--- config.mk ---
export PLATFORM = sky130hd
export DESIGN_NAME = pwm_dbuf_ctrl
export DESIGN_NICKNAME = d
export VERILOG_FILES = /design/src/rtl/pwm_dbuf_pkg.sv /design/src/rtl/pwm_dbuf_wrport.sv /design/src/rtl/pwm_dbuf_gate.sv /design/src/rtl/pwm_dbuf_bank.sv /design/src/rtl/pwm_dbuf_ctrl.sv
export SDC_FILE = /design/constraint.sdc
export NUM_CORES = 1
export LEC_CHECK = 0
export BUFFER_PORTS_ARGS = -buffer_cell sky130_fd_sc_hd__clkbuf_2
export CORE_UTILIZATION = 62
export CTS_BUF_LIST = sky130_fd_sc_hd__clkbuf_16
export CTS_CLUSTER_DIAMETER = 60
export DETAILED_ROUTE_END_ITERATION = 8
export PLACE_DENSITY = 0.85
export SYNTH_ARGS = -nofsm -noshare
export SYNTH_HDL_FRONTEND = slang
export SYNTH_SLANG_ARGS = --single-unit
--- constraint.sdc ---
create_clock -name clk -period 3.3 [get_ports clk]
set_clock_uncertainty 0.1 [all_clocks]
set_input_delay 0.66 -clock clk [delete_from_list [all_inputs] [get_ports clk]]
set_output_delay 0.66 -clock clk [all_outputs]
set_load 0.01 [all_outputs]
--- src/rtl/pwm_dbuf_pkg.sv ---
package pwm_dbuf_pkg;

    localparam int BYTE_W  = 8;
    localparam int CMP_W   = 2 * BYTE_W;
    localparam int NUM_CMP = 4;
    localparam int ADDR_W  = 4;
    localparam int IDX_W   = $clog2(NUM_CMP);

    localparam int MODE_HALF_BIT = 0;
    localparam int CTRL_HOLD_BIT = 0;
    localparam int CTRL_AUTO_BIT = 1;

    typedef enum logic [IDX_W-1:0] {
        CMP_SA = 2'd0,
        CMP_RA = 2'd1,
        CMP_SB = 2'd2,
        CMP_RB = 2'd3
    } cmp_idx_e;

    typedef enum logic [ADDR_W-1:0] {
        A_CTRL   = 4'h0,
        A_OUTCFG = 4'h1,
        A_MODE   = 4'h2,
        A_CMP_LO = 4'h4,
        A_CMP_HI = 4'hB
    } addr_e;

    typedef struct packed {
        logic [BYTE_W-1:0]               outcfg;
        logic [BYTE_W-1:0]               mode;
        logic [NUM_CMP-1:0][CMP_W-1:0]   cmp;
    } reg_set_t;

    function automatic logic is_cmp_addr(input logic [ADDR_W-1:0] a);
        return (a >= A_CMP_LO) && (a <= A_CMP_HI);
    endfunction

    // 4,6,8,A map to SA,RA,SB,RB
    function automatic cmp_idx_e cmp_index(input logic [ADDR_W-1:0] a);
        return cmp_idx_e'(a[2:1] ^ 2'b10);
    endfunction

    function automatic logic is_low_byte(input logic [ADDR_W-1:0] a);
        return a[0];
    endfunction

endpackage

--- src/rtl/pwm_dbuf_wrport.sv ---
module pwm_dbuf_wrport
    import pwm_dbuf_pkg::*;
(
    input  logic                clk,
    input  logic                rst,
    input  logic                wr_en,
    input  logic [ADDR_W-1:0]   wr_addr,
    input  logic [BYTE_W-1:0]   wr_data,
    input  logic                xfer,
    output reg_set_t            shadow_o,
    output logic                pending_o,
    output logic                last_rb_o,
    output logic                commit_o,
    output logic                ctrl_we_o,
    output logic                ctrl_hold_o,
    output logic                ctrl_auto_o
);

    logic               sel_cmp;
    logic               sel_lo;
    cmp_idx_e           sel_idx;
    logic               commit_cfg;
    logic               commit_mode;
    logic               commit_cmp;
    logic               commit_rb;
    logic [BYTE_W-1:0]  hold_byte;
    logic [BYTE_W-1:0]  shd_cfg;
    logic [BYTE_W-1:0]  shd_mode;
    logic               pending_q;
    logic               last_rb_q;

    always_comb begin
        sel_cmp     = is_cmp_addr(wr_addr);
        sel_lo      = is_low_byte(wr_addr);
        sel_idx     = cmp_index(wr_addr);
        commit_cfg  = wr_en && (wr_addr == A_OUTCFG);
        commit_mode = wr_en && (wr_addr == A_MODE);
        commit_cmp  = wr_en && sel_cmp && sel_lo;
        commit_rb   = commit_cmp && (sel_idx == CMP_RB);
        commit_o    = commit_cfg || commit_mode || commit_cmp;
        ctrl_we_o   = wr_en && (wr_addr == A_CTRL);
        ctrl_hold_o = wr_data[CTRL_HOLD_BIT];
        ctrl_auto_o = wr_data[CTRL_AUTO_BIT];
    end

    // holding byte and byte-wide shadow registers
    always_ff @(posedge clk) begin
        if (rst) begin
            hold_byte <= '0;
            shd_cfg   <= '0;
            shd_mode  <= '0;
        end else begin
            if (wr_en && sel_cmp && !sel_lo)
                hold_byte <= wr_data;
            if (commit_cfg)
                shd_cfg <= wr_data;
            if (commit_mode)
                shd_mode <= wr_data;
        end
    end

    // compare shadows, one register per index
    for (genvar i = 0; i < NUM_CMP; i++) begin : g_shd
        logic [CMP_W-1:0] val;
        always_ff @(posedge clk) begin
            if (rst)
                val <= '0;
            else if (commit_cmp && (sel_idx == cmp_idx_e'(i)))
                val <= {hold_byte, wr_data};
        end
        assign shadow_o.cmp[i] = val;
    end

    assign shadow_o.outcfg = shd_cfg;
    assign shadow_o.mode   = shd_mode;

    // a commit this cycle wins over the clear by a transfer
    always_ff @(posedge clk) begin
        if (rst) begin
            pending_q <= 1'b0;
            last_rb_q <= 1'b0;
        end else if (commit_o) begin
            pending_q <= 1'b1;
            last_rb_q <= commit_rb;
        end else if (xfer) begin
            pending_q <= 1'b0;
            last_rb_q <= 1'b0;
        end
    end

    assign pending_o = pending_q;
    assign last_rb_o = last_rb_q;

endmodule

--- src/rtl/pwm_dbuf_gate.sv ---
module pwm_dbuf_gate (
    input  logic clk,
    input  logic rst,
    input  logic cyc_end,
    input  logic ctrl_we,
    input  logic ctrl_hold,
    input  logic ctrl_auto,
    input  logic pending,
    input  logic last_rb,
    output logic xfer,
    output logic hold_o,
    output logic auto_o
);

    logic hold_q;
    logic auto_req_q;
    logic auto_act_q;

    always_ff @(posedge clk) begin
        if (rst) begin
            hold_q     <= 1'b0;
            auto_req_q <= 1'b0;
        end else if (ctrl_we) begin
            hold_q     <= ctrl_hold;
            auto_req_q <= ctrl_auto;
        end
    end

    // requested mode becomes active only at a cycle end
    always_ff @(posedge clk) begin
        if (rst)
            auto_act_q <= 1'b0;
        else if (cyc_end)
            auto_act_q <= auto_req_q;
    end

    always_comb begin
        if (auto_act_q)
            xfer = cyc_end && pending && last_rb;
        else
            xfer = cyc_end && pending && !hold_q;
    end

    assign hold_o = hold_q;
    assign auto_o = auto_act_q;

endmodule

--- src/rtl/pwm_dbuf_bank.sv ---
module pwm_dbuf_bank
    import pwm_dbuf_pkg::*;
(
    input  logic                clk,
    input  logic                rst,
    input  logic                xfer,
    input  reg_set_t            shadow,
    output logic [BYTE_W-1:0]   out_cfg,
    output logic [BYTE_W-1:0]   out_mode,
    output logic [CMP_W-1:0]    cmp_sa,
    output logic [CMP_W-1:0]    cmp_ra,
    output logic [CMP_W-1:0]    cmp_sb,
    output logic [CMP_W-1:0]    cmp_rb
);

    logic [BYTE_W-1:0] wk_cfg;
    logic [BYTE_W-1:0] wk_mode;
    logic [CMP_W-1:0]  wk_cmp [NUM_CMP];
    logic              half;

    always_ff @(posedge clk) begin
        if (rst) begin
            wk_cfg  <= '0;
            wk_mode <= '0;
        end else if (xfer) begin
            wk_cfg  <= shadow.outcfg;
            wk_mode <= shadow.mode;
        end
    end

    for (genvar i = 0; i < NUM_CMP; i++) begin : g_wk
        logic [CMP_W-1:0] val;
        always_ff @(posedge clk) begin
            if (rst)
                val <= '0;
            else if (xfer)
                val <= shadow.cmp[i];
        end
        assign wk_cmp[i] = val;
    end

    assign half     = wk_mode[MODE_HALF_BIT];
    assign out_cfg  = wk_cfg;
    assign out_mode = wk_mode;
    assign cmp_sb   = wk_cmp[CMP_SB];
    assign cmp_rb   = wk_cmp[CMP_RB];
    assign cmp_sa   = half ? wk_cmp[CMP_SB] : wk_cmp[CMP_SA];
    assign cmp_ra   = half ? wk_cmp[CMP_RB] : wk_cmp[CMP_RA];

endmodule

--- src/rtl/pwm_dbuf_ctrl.sv ---
module pwm_dbuf_ctrl
    import pwm_dbuf_pkg::*;
(
    input  logic                clk,
    input  logic                rst,
    input  logic                wr_en,
    input  logic [ADDR_W-1:0]   wr_addr,
    input  logic [BYTE_W-1:0]   wr_data,
    input  logic                cyc_end,
    output logic [BYTE_W-1:0]   out_cfg,
    output logic [BYTE_W-1:0]   out_mode,
    output logic [CMP_W-1:0]    cmp_sa,
    output logic [CMP_W-1:0]    cmp_ra,
    output logic [CMP_W-1:0]    cmp_sb,
    output logic [CMP_W-1:0]    cmp_rb
);

    reg_set_t shadow;
    logic     pending;
    logic     last_rb;
    logic     commit;
    logic     ctrl_we;
    logic     ctrl_hold;
    logic     ctrl_auto;
    logic     xfer;
    logic     hold_q;
    logic     auto_q;

    pwm_dbuf_wrport u_wr (
        .clk         (clk),
        .rst         (rst),
        .wr_en       (wr_en),
        .wr_addr     (wr_addr),
        .wr_data     (wr_data),
        .xfer        (xfer),
        .shadow_o    (shadow),
        .pending_o   (pending),
        .last_rb_o   (last_rb),
        .commit_o    (commit),
        .ctrl_we_o   (ctrl_we),
        .ctrl_hold_o (ctrl_hold),
        .ctrl_auto_o (ctrl_auto)
    );

    pwm_dbuf_gate u_gate (
        .clk       (clk),
        .rst       (rst),
        .cyc_end   (cyc_end),
        .ctrl_we   (ctrl_we),
        .ctrl_hold (ctrl_hold),
        .ctrl_auto (ctrl_auto),
        .pending   (pending),
        .last_rb   (last_rb),
        .xfer      (xfer),
        .hold_o    (hold_q),
        .auto_o    (auto_q)
    );

    pwm_dbuf_bank u_bank (
        .clk      (clk),
        .rst      (rst),
        .xfer     (xfer),
        .shadow   (shadow),
        .out_cfg  (out_cfg),
        .out_mode (out_mode),
        .cmp_sa   (cmp_sa),
        .cmp_ra   (cmp_ra),
        .cmp_sb   (cmp_sb),
        .cmp_rb   (cmp_rb)
    );

endmodule

# After elaboration in Yosys (flattened, before gate mapping)
# Cells that the tools add are included.
# word_totals
in_bits,16
out_inout_bits,80
reg_bits,173
# op_classes
n_reduce_logical,21
mux,6
n_eq_ne,5
bitwise_logic,1
order_cmp,2
# ops
cell,count
$mux W16,2
$logic_and A1 B1 Y1,14
$eq A2 B2 Y1 const B,2
$eq A4 B1 Y1 const B,1
$eq A4 B2 Y1 const B,1
$ge A4 B3 Y1 const B,1
$le A4 B4 Y1 const B,1
$logic_not A4 Y1,1
$mux W1,4
$eq A2 B1 Y1 const B,1
$logic_not A1 Y1,2
$logic_not A2 Y1,1
$logic_or A1 B1 Y1,2
$reduce_bool A2 Y1,1
$not A1 Y1,1

# Logic depth before layout (Yosys ltp)
# Gate-level depths: netlist of the first run.
# depth
word_depth,6
mapped_depth,7
mapped_depth_nobuf,5

# By module
# Synthesis of the first run repeated with hierarchy kept, for this count alone.
# unflattened
cells_unflattened,712
area_unflattened_um2,6667.6
# modules_own_cells
mod,seq_area_each_um2,area_each_um2,n_inst,cells_per_inst
pwm_dbuf_bank,1601.5,3281.9,1,294
pwm_dbuf_wrport,1801.7,3261.9,1,405
pwm_dbuf_gate,60.1,123.9,1,13

# Worst setup path after synthesis of the first run
# Ideal clock, no wire load.
# synth_timing
path_kind,input port to flip-flop
startpoint,in wr_addr[2]
endpoint,reg u_wr.g_shd[3].val[10]
path_buffers,2
path_stages,7
arrival_time_ns,1.888
setup_time_ns,0.072
setup_slack_ns,1.240
t_required_ns,3.128
cell_sequence,inv_2 ha_1 and3_1 nand3_1 buf_2 buf_4 mux2i_1
# synth_via
elab_chain_cells,5
word_cells_on_any_way,8
classes_between,order compare: 2; eq/ne: 1; bitwise: 1; reduce/logical: 4
# synth_lines
item,line_no,text
from (decl),pwm_dbuf_ctrl.sv:7,"input logic [ADDR_W-1:0] wr_addr,"
$ge A4 B3 Y1 / $le A4 B4 Y1 (equally long branches),pwm_dbuf_pkg.sv:35,return (a >= A_CMP_LO) && (a <= A_CMP_HI);
$logic_and A1 B1 Y1,pwm_dbuf_pkg.sv:35,
$logic_and A1 B1 Y1 (2 in a row),pwm_dbuf_wrport.sv:38,commit_cmp = wr_en && sel_cmp && sel_lo;
$logic_and A1 B1 Y1 (*),pwm_dbuf_wrport.sv:68,else if (commit_cmp && (sel_idx == cmp_idx_e'(i)))
to (signal assigned),pwm_dbuf_wrport.sv:69,"val <= {hold_byte, wr_data};"
to (decl),pwm_dbuf_wrport.sv:64,logic [CMP_W-1:0] val;
# Mark *: on every way between the ends. The rest lies on a longest branch, timed or not.
# A chain may end at the register's enable or synchronous reset.

# Final worst setup path of the first run
# layout_timing
startpoint,reg u_bank.wk_mode[0] (netlist: u_bank.out_mode[0])
endpoint,out cmp_ra[2]
# layout_via
elab_chain_cells,1
# layout_lines
item,line_no,text
from (decl),pwm_dbuf_bank.sv:17,logic [BYTE_W-1:0] wk_mode;
from (signal assigned),pwm_dbuf_bank.sv:27,wk_mode <= shadow.mode;
$mux W16,pwm_dbuf_bank.sv:48,assign cmp_ra = half ? wk_cmp[CMP_RB] : wk_cmp[CMP_RA];
to (decl),pwm_dbuf_ctrl.sv:13,"output logic [CMP_W-1:0] cmp_ra,"
# Every way passes these cells.

==> flow_summary.ini, run 1 <==
[status]
status = complete, no violations

[critical_path]
cp_max_fo = 17
required_ns = 2.54
critPathCaptureType = output pin
arrival_ns = 1.63
crit_path_start_kind = flip-flop
crit_type = reg -> out

[timing]
worst_slew_margin_rel = 0.355
drv_slew = 0
whs_ns = 0.363
setup_viol = 0
fin_crit_sh = 0.724
tightest_slew_ns = 0.968
hold_viol = 0
rsz0062_at_grt = no
clock.fmax_ghz = 0.419
setup_tns_ns = 0
min_period_ns = 2.39

[place]
place_inst = 942
portBuffers = 95
place_hpwl_um = 12000
gp_congestion = 0.840

[grt]
grt-ovfl-total = 0
grt_pass1_wl_um = 31400
gr-usage-all-layers = 0.323
antenna_found_initial = 0
grt_max_degree = 82
grt_pass1_vias = 6079

[cts]
ctsHoldBuffers = 0
cts-root-buf = clkbuf_16
ctsResizeCount = 0
clk_pin_slew_worst_paths_ns = 0.06
htree_levels = 4
tritoncts = yes
clk_latency_ns = 0.43
cts.sinks = 173
post_cts_buffers = 0
ctsLongestPathBuffers = 2
cts-buffers-inserted = 17

[route]
route.vias.total = 6308
drt_pass1_iterations = 5
drc = 0
dr.first_iter.drc_count = 582
wirelength_um = 19300
antenna_left = 0
wl_per_cell_um = 19.8
drt-vias-per-instance = 6.48

[floorplan]
fp-row-count = 39
coreArea_mm2 = 0.0115
die_w_um = 111
die_y_um = 111
ios = 96
start_util = 0.638
die_area_mm2 = 0.0122

[finish]
layout_commonest_cell = dfxtp_1
drive_above_1_share = 0.220
fin_nets = 835
area_growth_pct = 14.9
stdcell_count = 974
fillCellCount = 796
mostFrequentLayoutCells = 173 x dfxtp_1, 112 x nand2_1, 96 x a21oi_1
n_antenna_cell = 0

[logic_synthesis]
synth_warnings = 0
synth_cell_types = 31
synth_area_per_cell_um2 = 9.44
netlist_instances = 775
syn-num-nets = 792
netlist_area_mm2 = 0.00731
yosysSeqAreaShare = 0.474
ys_ff_latch = 173

[power]
power.density_mw_per_mm2 = 527
power_frac_comb = 0.041
p_int_mw = 3.48
seqPwrFrac = 0.478
p_leak_nw = 3.37
clockPowerShare = 0.482
swShare = 0.214
ir_drop_mv = 0.465
p_switching_uw = 948

[worst_hold_path]
worst_hold_path_type = reg -> reg

[flow_run]
drv_cap = 0
[metrics by stage]
stage	setup WS, ns	area (um^2)	power, mW	util
3_3_place_gp	0.836	7770	2.32	0.678
6_report	0.912	8400	4.42	0.733
2_1_floorplan	1.24	7310	2.28	-
5_1_grt	0.867	8400	4.55	0.733
4_1_cts	0.920	8400	4.42	0.733
3_5_place_dp	0.751	7770	2.33	0.678
[worst paths after layout]
| check | startpoint | to | slack [ns] | cells after the start |
|---|---|---|---|---|
| worst max-delay path | u_bank.out_mode[0]$_SDFFE_PP0P_ | cmp_ra[2] | 0.91 | 3 |
| worst min-delay path | u_wr.g_shd[2].val[15]$_SDFFE_PP0P_ | u_wr.g_shd[2].val[15]$_SDFFE_PP0P_ | 0.36 | 2 |
| worst max register to register | u_gate.auto_o$_SDFFE_PP0P_ | u_bank.cmp_sb[13]$_SDFFE_PP0P_ | 1.09 | 4 |
| worst min register to register | u_wr.g_shd[2].val[15]$_SDFFE_PP0P_ | u_wr.g_shd[2].val[15]$_SDFFE_PP0P_ | 0.36 | 2 |
[power groups by stage]
stage | Sequential, mW | Combinational (mW) | Clock [mW]
after detailed placement | 2.16 | 0.173 | 0
after global routing | 2.11 | 0.190 | 2.25
after CTS | 2.11 | 0.175 | 2.13
final | 2.11 | 0.179 | 2.13
after floorplan | 2.16 | 0.121 | 0
after global placement | 2.16 | 0.166 | 0
[layout make-up]
type	instances	area [um^2]	area share
Inverter	3	11.3	0.00134
Tap cell	143	179	0.0213
Sequential cell	173	3460	0.412
Multi-Input combinational cell	511	3490	0.415
Clock buffer	17	425	0.0506
Timing Repair Buffer	112	631	0.0751
Clock inverter	15	203	0.0241
[Yosys cell counts, drive strengths merged]
master,n,area (um^2)
mux2,32,360
nor2,12,45.0
and4b,2,20.0
o211a,1,10.0
dfxtp,173,3460
nand4b,2,17.5
nand3,3,25.0
buf,28,153
clkbuf,60,225
nand2,113,424
o32ai,1,8.76
nor3,1,16.3
and4bb,1,12.5
nand3b,1,7.51
mux2i,75,751
inv,3,11.3
ha,1,12.5
or3,1,6.26
nor2b,3,18.8
o31ai,80,601
and2,2,12.5
o211ai,81,608
a21oi,96,480
o31a,2,17.5
and3,1,6.26
[state kept, by name, summed over array words and instances (netlist names), 8 cells and up]
register         count
u_bank.out_mode      8
u_wr.g_shd.val      64
u_bank.g_wk.val     32
u_wr.shd_cfg         8
u_wr.hold_byte       8
u_wr.shd_mode        8
u_bank.cmp_rb       16
u_bank.cmp_sb       16
u_bank.out_cfg       8
[critical path, cell delays in order, from the launching register on]
cell and delay, ns:
dfxtp_1 0.35, buf_4 0.31, mux2_2 0.40, clkbuf_2 0.13
[logic make-up (layout without fill, tap and decap cells)]
| group | count (synthesis) | in the layout | synth area share |
|---|---|---|---|
| AO/OA/AOI/OAI | 261 | 261 | 0.236 |
| adder cells (fa/ha/maj) | 1 | 1 | 0.00171 |
| buffers and inverters | 91 | 147 | 0.0532 |
| AND/OR/NAND/NOR | 142 | 142 | 0.0837 |
| flip-flops | 173 | 173 | 0.474 |
| multiplexers | 107 | 107 | 0.152 |
[layer usage]
metal,up-vias,GRT usage,routed length [um]
met4,0,0.132,510
met1,3088,0.416,8210
li1,2922,-,-
met3,39,0.0708,1160
met2,259,0.523,9400
met5,-,0,0
Power figures use the tool's default switching activity.
==> run 2, diff against run 1 <==
Settings changed: CORE_UTILIZATION 62 to 52, PLACE_DENSITY 0.85 to 0.76.
Clock period 3.3 ns to 2 ns, I/O delays scaled along.
==> flow_summary.ini, run 2 (synthesis gave the netlist of run 1 again) <==
[status]
status = complete, no violations

[timing]
tightest_slew_ns = 0.529
clock.fmax_ghz = 0.504
worst_slew_margin_rel = 0.648
fin_crit_sh = 0.993
drv_slew = 0
rsz0062_at_grt = yes
setup_slack_ns = 0.0145
setup_viol = 0
hold_viol = 0
whs_ns = 0.151
min_period_ns = 1.99

[cts]
ctsLongestPathBuffers = 2
cts-root-buf = clkbuf_16
cts-buffers-inserted = 17
clk_latency_ns = 0.42
clk_pin_slew_worst_paths_ns = 0.06
htree_levels = 4
tritoncts = yes
cts.sinks = 173
ctsHoldBuffers = 0
post_cts_buffers = 0

[flow_run]
drv_cap = 0

[finish]
n_antenna_cell = 0
drive_above_1_share = 0.219
fin_nets = 838
layout_commonest_cell = dfxtp_1
area_growth_pct = 16.6
utilization = 0.634
fillCellCount = 1111
largest_reg_flops = 64
largest_registers = u_wr.g_shd.val x64, u_bank.g_wk.val x32
finalInstanceArea_mm2 = 0.00853
mostFrequentLayoutCells = 172 x dfxtp_1, 112 x nand2_1, 96 x a21oi_1
top_register = u_wr.g_shd.val

[power]
ir_drop_mv = 0.570
p_leak_nw = 3.42
power.density_mw_per_mm2 = 820

[critical_path]
path_cells = buf_8 > mux2_2 > clkbuf_2
critPathCaptureType = output pin
crit_path_start_kind = flip-flop
arrival_ns = 1.49
path_buf_inv = 2
cp_top_family = multiplexers
cp_slowest_cell = mux2_2
crit_type = reg -> out
rrSetupSlack_ns = 0.30
cp_max_fo = 13
required_ns = 1.50
slowest_delay_ns = 0.38

[place]
gp_congestion = 0.813
place_hpwl_um = 11900
portBuffers = 95
place_area_mm2 = 0.00794
post-place-ws_ns = 0.0558

[route]
route.vias.total = 6234
wl_per_cell_um = 18.8
drc = 0
drt-vias-per-instance = 6.17
antenna_left = 0
drt_pass1_iterations = 5
wirelength_um = 18900
dr.first_iter.drc_count = 582

[grt]
grt_pass1_wl_um = 30100
grt_max_degree = 109
grt-ovfl-total = 0
grt_pass1_vias = 6014
antenna_found_initial = 0
gr-usage-all-layers = 0.266

[floorplan]
die_y_um = 121
die_area_mm2 = 0.0145
coreArea_mm2 = 0.0135
start_util = 0.544
ios = 96
die_w_um = 121
fp-row-count = 42

[worst_hold_path]
worst_hold_path_type = in -> reg
run 2: final cells by class:
type / instances / area [um^2] / area share
multi-input combinational: 511 / 3490 / 0.409
sequential: 173 / 3470 / 0.407
timing repair buffer: 115 / 773 / 0.0907
clock buffer: 17 / 425 / 0.0499
tap: 176 / 220 / 0.0258
clock inverter: 15 / 141 / 0.0166
inverter: 3 / 11.3 / 0.00132
run 2: timing repair:
action	CTS	global route
setup endpoints to repair	32	12
resized for setup	7	0
endpoints found under the hold margin	0	0
run 2: report_power, final:
part / total (mW) / switching [mW] / internal, mW
clock: 3.20 / 1.28 / 1.92
combinational: 0.310 / 0.222 / 0.0881
sequential: 3.49 / 0.0164 / 3.47
total: 7.00 / 1.52 / 5.48
run 2: stage by stage:
| step | TNS (ns) | cells | power [mW] |
|---|---|---|---|
| global route | -0.0782 | 1010 | 7.21 |
| CTS | 0 | 1010 | 7.02 |
| floorplan | 0 | 775 | 3.76 |
| global placement | 0 | 978 | 3.85 |
| finish | 0 | 1010 | 7.00 |
| detailed placement | 0 | 978 | 3.87 |
run 2: layer usage:
layer	GRT usage	routed length [um]
met5	0	0
met2	0.426	9210
met3	0.0524	1170
met4	0.120	432
met1	0.346	8120
run 2: path summary, 6_finish.rpt:
check | startpoint | endpoint | depth (start not counted)
setup reg to reg | u_gate.auto_o$_SDFFE_PP0P_ | u_bank.cmp_sb[15]$_SDFFE_PP0P_ | 4
hold / removal | wr_data[7] | u_wr.shd_mode[7]$_SDFFE_PP0P_ | 3
setup / recovery | u_bank.out_mode[0]$_SDFFE_PP0P_ | cmp_sa[4] | 3
hold reg to reg | u_wr.shd_mode[0]$_SDFFE_PP0P_ | u_wr.shd_mode[0]$_SDFFE_PP0P_ | 2
run 2: tightest hold or removal path: stages:
cell and delay [ns]:
clkbuf_2 0.11, nand2_1 0.06, a21oi_1 0.05
==> run 3, diff against run 2 <==
Settings changed: CORE_ASPECT_RATIO set to 0.6.
==> flow_summary.ini, run 3 (synthesis gave the netlist of run 1 again) <==
[timing]
fin_crit_sh = 1.01
worst_slew_margin_rel = 0.651
setup_viol = 16
whs_ns = 0.156
setup_slack_ns = -0.0162
drv_slew = 0
rsz0062_at_grt = yes
tightest_slew_ns = 0.523
hold_viol = 0
clock.fmax_ghz = 0.496
min_period_ns = 2.02

[cts]
tritoncts = yes
clk_pin_slew_worst_paths_ns = 0.07
clk_latency_ns = 0.43
ctsLongestPathBuffers = 2
htree_levels = 4
cts.sinks = 173
cts-root-buf = clkbuf_16
ctsHoldBuffers = 0
cts-buffers-inserted = 17

[finish]
drive_above_1_share = 0.237
largest_registers = u_wr.g_shd.val x64, u_bank.g_wk.val x32
layout_commonest_cell = dfxtp_1
mostFrequentLayoutCells = 172 x dfxtp_1, 112 x nand2_1, 96 x a21oi_1
top_register = u_wr.g_shd.val
fin_nets = 847
area_growth_pct = 20.6
n_antenna_cell = 0
utilization = 0.643
largest_reg_flops = 64
stdcell_count = 1035

[critical_path]
slowest_delay_ns = 0.41
startpoint = u_bank.out_mode[0]$_SDFFE_PP0P_
cp_slowest_cell = dfxtp_4
r2r_cells = 4
critPathCaptureType = output pin
r2r-start = u_gate.auto_o$_SDFFE_PP0P_
required_ns = 1.50
cp_max_fo = 17
crit_path_start_kind = flip-flop
cp-endpoint = cmp_sa[12]
arrival_ns = 1.52
crit_type = reg -> out
rrSetupSlack_ns = 0.22
path_cells = buf_16 > mux2_2 > clkbuf_2
regToRegEndpoint = u_bank.cmp_sb[8]$_SDFFE_PP0P_

[place]
place_inst = 1001
gp_congestion = 0.870
place_hpwl_um = 13000
post-place-ws_ns = 0.0692
portBuffers = 95

[power]
p_leak_nw = 3.51
ir_drop_mv = 0.534
power.density_mw_per_mm2 = 823
power_mw = 7.26

[floorplan]
die_area_mm2 = 0.0146
die_w_um = 155
ios = 96
fp-row-count = 33
start_util = 0.533
die_y_um = 93.9
coreArea_mm2 = 0.0137

[grt]
grt_pass1_vias = 5988
antenna_found_initial = 0
grt_max_degree = 109
grt_pass1_wl_um = 31600
gr-usage-all-layers = 0.282
grt-ovfl-total = 0

[route]
drt-vias-per-instance = 6.12
dr.first_iter.drc_count = 509
antenna_left = 0
wl_per_cell_um = 19.3
route.vias.total = 6330
wirelength_um = 20000
drc = 0
drt_pass1_iterations = 5

[worst_hold_path]
worst_hold_path_type = in -> reg

[status]
status = finished with violations
violations = setup timing

[flow_run]
drv_cap = 0
-- run 3: cell count changes in the layout (fill, tap and decap cells not counted), sizes merged --
| cell | before | now |
|---|---|---|
| buf | 21 | 30 |
| clkinv | 5 | 6 |
| clkinvlp | 1 | 2 |
| inv | 9 | 7 |
-- run 3: worst max-delay path, delay by kind of cell (launching register included) --
kind,cells,cell delay (ns)
multiplexers,1,0.35
flip-flops,1,0.41
buffers and inverters,2,0.32
-- run 3: what timing repair did --
| action | 4_1_cts | 5_1_grt |
|---|---|---|
| gates resized for setup | 4 | 15 |
| buffers inserted | 1 | 0 |
| gates cloned | 1 | 0 |
| setup endpoints to repair | 32 | 32 |
-- run 3: stage by stage --
step	cell area [um^2]	setup TNS [ns]
after global routing	8820	-1.32
after floorplan	7310	0
after detailed placement	8110	0
final	8820	-0.136
after CTS	8760	-0.380
after global placement	8110	0
-- run 3: cell type report --
| type | count | area [um^2] |
|---|---|---|
| flip-flops and latches | 173 | 3470 |
| well taps | 192 | 240 |
| clock buffers | 17 | 425 |
| clock inverters | 15 | 186 |
| repair buffers | 124 | 941 |
| inverters | 3 | 11.3 |
| fillers | 1120 | 4890 |
| multi-input cells | 511 | 3550 |
-- run 3: report_power, final --
part / switching (mW) / internal [mW] / total, mW
clock: 1.46 / 1.99 / 3.45
combinational: 0.226 / 0.101 / 0.327
sequential: 0.0167 / 3.47 / 3.48
-- run 3: per-layer routing --
| layer | vias to the layer above | global-route usage | part of all wire |
|---|---|---|---|
| met5 | - | 0 | 0 |
| met4 | 0 | 0.0858 | 0.016 |
| met3 | 31 | 0.0646 | 0.064 |
| met2 | 272 | 0.434 | 0.44 |
| met1 | 3075 | 0.393 | 0.48 |
| li1 | 2952 | - | - |
-- run 3: worst min-delay path by stage --
| stage | start | to | slack, ns | depth (start not counted) |
|---|---|---|---|---|
| final | wr_data[7] | u_wr.shd_cfg[7]$_SDFFE_PP0P_ | 0.16 | 3 |
| after global routing | wr_data[7] | u_wr.shd_cfg[7]$_SDFFE_PP0P_ | 0.16 | 3 |
| after CTS | wr_data[7] | u_wr.shd_cfg[7]$_SDFFE_PP0P_ | 0.15 | 3 |
| after detailed placement | u_wr.shd_mode[1]$_SDFFE_PP0P_ | u_wr.shd_mode[1]$_SDFFE_PP0P_ | 0.35 | 2 |
| after global placement | u_wr.g_shd[0].val[15]$_SDFFE_PP0P_ | u_wr.g_shd[0].val[15]$_SDFFE_PP0P_ | 0.34 | 2 |
| after floorplan | u_wr.g_shd[2].val[0]$_SDFFE_PP0P_ | u_wr.g_shd[2].val[0]$_SDFFE_PP0P_ | 0.34 | 2 |
